File: src/rtl/tbcap_pkg.sv
package tbcap_pkg;
  localparam int unsigned NUM_EVT  = 5;
  localparam int unsigned NUM_TRIG = 4;
  localparam int unsigned ADDR_W   = 3;

  typedef enum logic [2:0] {
    SRC_SW_ONLY = 3'd0,
    SRC_SYNC    = 3'd1,
    SRC_FFWD    = 3'd2,
    SRC_ILIM    = 3'd3,
    SRC_FLT1    = 3'd4,
    SRC_FLT2    = 3'd5,
    SRC_RSV6    = 3'd6,
    SRC_RSV7    = 3'd7
  } cap_src_e;

  // bit 0 cap_en, bits 3:1 source, bit 4 half_en, bits 6:5 trigger select
  typedef struct packed {
    logic [1:0] tsel;
    logic       half_en;
    cap_src_e   src;
    logic       cap_en;
  } cap_ctl_t;

  localparam int unsigned CTL_W = $bits(cap_ctl_t);

  localparam logic [ADDR_W-1:0] ADR_CTL       = 3'd0;
  localparam logic [ADDR_W-1:0] ADR_CAP       = 3'd1;
  localparam logic [ADDR_W-1:0] ADR_TRIG_BASE = 3'd2;
endpackage

File: src/rtl/tbcap_regif.sv
module tbcap_regif
  import tbcap_pkg::*;
#(
  parameter int unsigned CW = 16,
  parameter int unsigned NT = NUM_TRIG
) (
  input  logic              clk,
  input  logic              rst_n,
  input  logic              wr_en,
  input  logic [ADDR_W-1:0] wr_addr,
  input  logic [CW-1:0]     wr_data,
  output cap_ctl_t          ctl,
  output logic              sw_cap,
  output logic [NT-1:0]     trig_wr
);
  // control register, cleared by reset
  always_ff @(posedge clk) begin
    if (!rst_n) begin
      ctl <= '0;
    end else if (wr_en && wr_addr == ADR_CTL) begin
      ctl <= cap_ctl_t'(wr_data[CTL_W-1:0]);
    end
  end

  // software strobe: bit 0 of a write to the capture address
  assign sw_cap = wr_en && (wr_addr == ADR_CAP) && wr_data[0];

  // one write decode per trigger register
  for (genvar i = 0; i < NT; i++) begin : g_dec
    localparam logic [ADDR_W-1:0] ADR_I = ADDR_W'(ADR_TRIG_BASE + i);
    assign trig_wr[i] = wr_en && (wr_addr == ADR_I);
  end
endmodule

File: src/rtl/tbcap_evt_edge.sv
module tbcap_evt_edge
  import tbcap_pkg::*;
#(
  parameter int unsigned NE = NUM_EVT
) (
  input  logic          clk,
  input  logic          rst_n,
  input  logic [NE-1:0] evt,
  input  cap_ctl_t      ctl,
  output logic          hw_cap
);
  logic [NE-1:0] stg1, stg2, rise, pick;

  // register the inputs and keep one older copy for edge detection
  always_ff @(posedge clk) begin
    if (!rst_n) begin
      stg1 <= '0;
      stg2 <= '0;
    end else begin
      stg1 <= evt;
      stg2 <= stg1;
    end
  end

  assign rise = stg1 & ~stg2;

  // input i answers to source code i+1; codes 0, 6 and 7 match nothing
  for (genvar i = 0; i < NE; i++) begin : g_pick
    assign pick[i] = rise[i] && (ctl.src == cap_src_e'(i + 1));
  end

  assign hw_cap = ctl.cap_en && (|pick);
endmodule

File: src/rtl/tbcap_trig_bank.sv
module tbcap_trig_bank #(
  parameter int unsigned CW = 16,
  parameter int unsigned NT = 4,
  localparam int unsigned SW = $clog2(NT)
) (
  input  logic          clk,
  input  logic          rst_n,
  input  logic          load_half,
  input  logic [SW-1:0] tsel,
  input  logic [CW-1:0] cap_in,
  input  logic [NT-1:0] trig_wr,
  input  logic [CW-1:0] wr_val,
  output logic [CW-1:0] trig [NT]
);
  logic [CW-1:0] half_val;
  assign half_val = cap_in >> 1;

  for (genvar i = 0; i < NT; i++) begin : g_reg
    logic own;
    assign own = load_half && (tsel == SW'(i));
    always_ff @(posedge clk) begin
      if (!rst_n) begin
        trig[i] <= '0;
      end else if (own) begin
        trig[i] <= half_val;   // half-count store wins over a direct write
      end else if (trig_wr[i]) begin
        trig[i] <= wr_val;
      end
    end
  end
endmodule

File: src/rtl/timebase_capture.sv
module timebase_capture
  import tbcap_pkg::*;
#(
  parameter int unsigned CW = 16
) (
  input  logic              clk,
  input  logic              rst_n,
  input  logic [CW-1:0]     tb_count,
  input  logic              evt_sync,
  input  logic              evt_ffwd,
  input  logic              evt_ilim,
  input  logic              evt_flt1,
  input  logic              evt_flt2,
  input  logic              wr_en,
  input  logic [ADDR_W-1:0] wr_addr,
  input  logic [CW-1:0]     wr_data,
  output logic [CW-1:0]     cap_value,
  output logic [CW-1:0]     trig_c,
  output logic [CW-1:0]     trig_d,
  output logic [CW-1:0]     trig_e,
  output logic [CW-1:0]     trig_f
);
  cap_ctl_t            ctl;
  logic                sw_cap;
  logic                hw_cap;
  logic                fire;
  logic [NUM_TRIG-1:0] trig_wr;
  logic [NUM_EVT-1:0]  evt_vec;
  logic [CW-1:0]       trig_q [NUM_TRIG];
  logic [CW-1:0]       cap_q;

  assign evt_vec = {evt_flt2, evt_flt1, evt_ilim, evt_ffwd, evt_sync};

  tbcap_regif #(.CW(CW), .NT(NUM_TRIG)) u_regif (
    .clk     (clk),
    .rst_n   (rst_n),
    .wr_en   (wr_en),
    .wr_addr (wr_addr),
    .wr_data (wr_data),
    .ctl     (ctl),
    .sw_cap  (sw_cap),
    .trig_wr (trig_wr)
  );

  tbcap_evt_edge #(.NE(NUM_EVT)) u_edge (
    .clk    (clk),
    .rst_n  (rst_n),
    .evt    (evt_vec),
    .ctl    (ctl),
    .hw_cap (hw_cap)
  );

  // both sources load the same live count, so coincident requests merge
  assign fire = hw_cap | sw_cap;

  always_ff @(posedge clk) begin
    if (!rst_n) begin
      cap_q <= '0;
    end else if (fire) begin
      cap_q <= tb_count;
    end
  end

  tbcap_trig_bank #(.CW(CW), .NT(NUM_TRIG)) u_bank (
    .clk       (clk),
    .rst_n     (rst_n),
    .load_half (fire && ctl.half_en),
    .tsel      (ctl.tsel),
    .cap_in    (tb_count),
    .trig_wr   (trig_wr),
    .wr_val    (wr_data),
    .trig      (trig_q)
  );

  assign cap_value = cap_q;
  assign trig_c    = trig_q[0];
  assign trig_d    = trig_q[1];
  assign trig_e    = trig_q[2];
  assign trig_f    = trig_q[3];
endmodule

File: config.mk
export PLATFORM = sky130hd
export DESIGN_NAME = timebase_capture
export DESIGN_NICKNAME = d
export VERILOG_FILES = /design/src/rtl/tbcap_pkg.sv /design/src/rtl/tbcap_regif.sv /design/src/rtl/tbcap_evt_edge.sv /design/src/rtl/tbcap_trig_bank.sv /design/src/rtl/timebase_capture.sv
export SDC_FILE = /design/constraint.sdc
export NUM_CORES = 1
export LEC_CHECK = 0
export ABC_AREA = 1
export BUFFER_PORTS_ARGS = -buffer_cell sky130_fd_sc_hd__buf_2
export CORE_ASPECT_RATIO = 0.5
export CORE_MARGIN = 1.5
export CORE_UTILIZATION = 30
export DETAILED_ROUTE_END_ITERATION = 7
export RECOVER_POWER = 25
export SETUP_SLACK_MARGIN = 0.5
export SYNTH_ARGS = -nofsm -noshare
export SYNTH_HDL_FRONTEND = slang
export SYNTH_HIERARCHICAL = 1
export SYNTH_SLANG_ARGS = --single-unit
export TNS_END_PERCENT = 50
File: constraint.sdc
create_clock -name clk -period 2.35 [get_ports clk]
set_input_delay 0.5875 -clock clk [delete_from_list [all_inputs] [get_ports clk]]
set_output_delay 0.5875 -clock clk [all_outputs]
set_load 0.01 [all_outputs]
==> flow_summary_export.csv <==
group,metric,value,unit
sta,setup_violations,0,
floorplanning,die_area,16600,µm²
sta,max_slew.worst_pin.slew,0.765,ns
placement,numPortBuffers,122,
clocking,htreeDepth,3,
sta,fmax,559,MHz
run,maxCapViolCount,0,
detailed_routing,routedWlPerCell,15.4,µm
synthesis,netlist_area,4730,µm²
critical_path,cp_data_required_time,2.58,ns
sta,drv_slew,0,
sta,period_needed,1.79,ns
critical_path,crit_type,"register to register",
synthesis,synth_edf_count,0,
detailed_routing,viasPerCell,4.82,
synthesis,yosysTopAreaCellShare,41.0,%
critical_path,cp_slowest_cell,"dfxtp_2",
pwr,share_seq_of_total_power,47.5,%
worst_hold_path,hold_class,"input pin to register",
global_routing,grt_pass1_wl,24300,µm
pwr,power_switching,964,µW
synthesis,async_flop_share,0,%
critical_path,end_kind,"register",
synthesis,ys_seq_area_share,41.0,%
pwr,p_int,2.65,mW
sta,hold_violations,0,
outcome,run_status,"finished, final reports clean",
clocking,numClockSinks,97,
critical_path,cp_cell_sequence,"inv_1, nand2_1, nand3_1, nand2_1, nand2_2, nor2_4, nor2_4, nor2_4, buf_12, nand2_2, nor2_4, buf_12, nand2_1, nand2_1, a21oi_1",
pwr,ir_worst_vdd,0.339,mV
detailed_routing,routed-via-count,5040,
finish,diodes,0,
detailed_routing,remaining_drc_errors,0,
detailed_routing,routed_wirelength,16100,µm
floorplanning,fp.coreArea,15400,µm²
clocking,cts_tree,"yes",
critical_path,cpPeakStageDelay,0.35,ns
synthesis,synth-warning-count,6,
clocking,worstSkewPairLatency,0.35,ns
synthesis,synth_most_common_cell,"nand2_1",
sta,hold_ws,0.422,ns
pwr,power_density,595,nW/µm²
floorplanning,placementRows,32,
pwr,p_clk_share,42.4,%
global_routing,grt_max_degree,62,
critical_path,crit_arrival,2.02,ns
synthesis,synth_area_per_cell,6.53,µm²
global_routing,track_usage,19.1,%
detailed_routing,drt_iter0_drc,467,
pwr,p_sw_share,26.7,%
synthesis,synth_top_area_cell,"dfxtp_1",
pwr,power_frac_comb,10.1,%
clocking,root_buffer,"clkbuf_16",
synthesis,synth_ff_type,"dfxtp_1",
sta,fin_worst_skew,0.00666,ns
synthesis,synth_common_cells,"nand2_1 (262), dfxtp_1 (97), nand3_1 (85), a21oi_1 (68), inv_1 (64)",
placement,place_hpwl,10900,µm
global_routing,grt_pass1_vias,4383,
sta,post-route-period-util,76.1,%
placement,place.gp.congestion,0.851,
clocking,cts_hold_buf,0,
clocking,cts_buffers,9,
synthesis,yosys-top-cells-area,"dfxtp_1 (41%), nand2_1 (21%), nand3_1 (9.0%)",
critical_path,worst-path-max-fanout,16,
synthesis,yosys.cell_types.count,25,
floorplanning,pin_count,123,
global_routing,overflow,0,
clocking,cts_max_path_buffers,2,
detailed_routing,antenna_left,0,
detailed_routing,first_pass_iters,5,
sta,rsz0062_at_grt,"yes",
floorplanning,die_h,91.8,µm
finish,drive_gt1_share,21.2,%
sta,relSlewSlack,49.0,%
finish,fill_cells,1675,
synthesis,syn_inst,725,
floorplanning,initial_core_util,30.7,%
floorplanning,die_x,181,µm
synthesis,syn_nets,768,
synthesis,synth-seq-cells,97,
sta,setup_tns,0,ns
critical_path,critPathLaunchType,"register",
finish,areaGrowthSynthToFinish,28.3,%
finish,nets,879,
global_routing,antenna_found_initial,0,
pwr,leakage,2.89,nW
clocking,clk_pin_slew,0.07,ns
==> placed cells by master, fill, tap and decap left out, drive strengths merged <==
cell    Yosys  layout
a211oi      1       1
a21oi      68      68
a31oi       1       1
buf        37     121
bufinv      0       1
clkbuf     15      40
clkinv      1       4
dfxtp      97      97
inv        66      68
nand2     262     263
nand3      86      86
nand3b      1       1
nand4      30      30
nor2       52      52
nor3        2       2
nor4        1       1
o21ai       4       4
or2         1       1
==> metal layers <==
layer	global-route usage, %	wire length [µm]
met1	24.9	6930
met2	31.0	7430
met3	5.04	1380
met4	5.88	343
met5	0	0
==> area by class of cell <==
type | instances | area [µm²] | area share [%]
inverter | 67 | 264 | 4.35
clock buffer | 10 | 229 | 3.77
tap | 204 | 255 | 4.21
timing repair buffer | 151 | 921 | 15.2
sequential | 97 | 1950 | 32.1
clock inverter | 6 | 76.3 | 1.26
multi-input combinational | 510 | 2380 | 39.2
==> state kept, by name, summed over array words and instances, names as in the netlist <==
signal	flops
u_bank/trig	64
cap_value	16
u_edge/stg1	5
u_regif/ctl	7
u_edge/stg2	5
==> through the flow <==
step	cells	instance area [µm²]	util (%)	total power, mW	setup WS, ns
6_report	1045	6070	39.4	3.61	0.561
5_1_grt	1045	6070	39.4	3.76	0.422
4_1_cts	1038	5880	38.1	3.63	0.506
3_5_place_dp	1021	5540	35.9	2.10	0.134
3_3_place_gp	1021	5540	35.9	2.10	0.190
2_1_floorplan	725	4820	-	1.93	0.354
==> worst max-delay path, delay by kind of cell, from the launching register on <==
kind | cells | cell delay [ns]
compound gates | 1 | 0.07
buf+inv | 3 | 0.34
flops | 1 | 0.35
simple gates | 11 | 0.92
==> path summary, 6_finish.rpt <==
kind                        from         endpoint  slack [ns]  depth (start not counted)
setup / recovery  u_regif/ctl[1]  u_bank/trig[45]        0.56                         15
hold / removal          evt_flt1   u_edge/stg1[3]        0.42                          3
setup reg to reg  u_regif/ctl[1]  u_bank/trig[45]        0.56                         15
hold reg to reg   u_edge/stg1[2]   u_edge/stg2[2]        0.43                          2
==> power groups by stage <==
stage               registers (mW)  logic [mW]  clock network, mW
floorplan                     1.76       0.172                  0
global placement              1.75       0.349                  0
detailed placement            1.75       0.353                  0
CTS                           1.71       0.355               1.56
global route                  1.72       0.395               1.64
finish                        1.71       0.364               1.53
==> cell families after synthesis <==
family	Yosys count	synth area share [%]
AND/OR/NAND/NOR	435	39.7
flip-flops	97	41.0
AO/OA/AOI/OAI	74	7.91
buffers and inverters	119	11.4
==> what timing repair did <==
action / CTS / global route
hold endpoints to repair: 0 / 0
endpoints found under the setup margin: 32 / 63
gates resized for setup: 3 / 38
cloned: 0 / 3
buffers inserted: 1 / 4
pin swaps: 1 / 5
No activity file was read; power rests on OpenSTA's default activity.
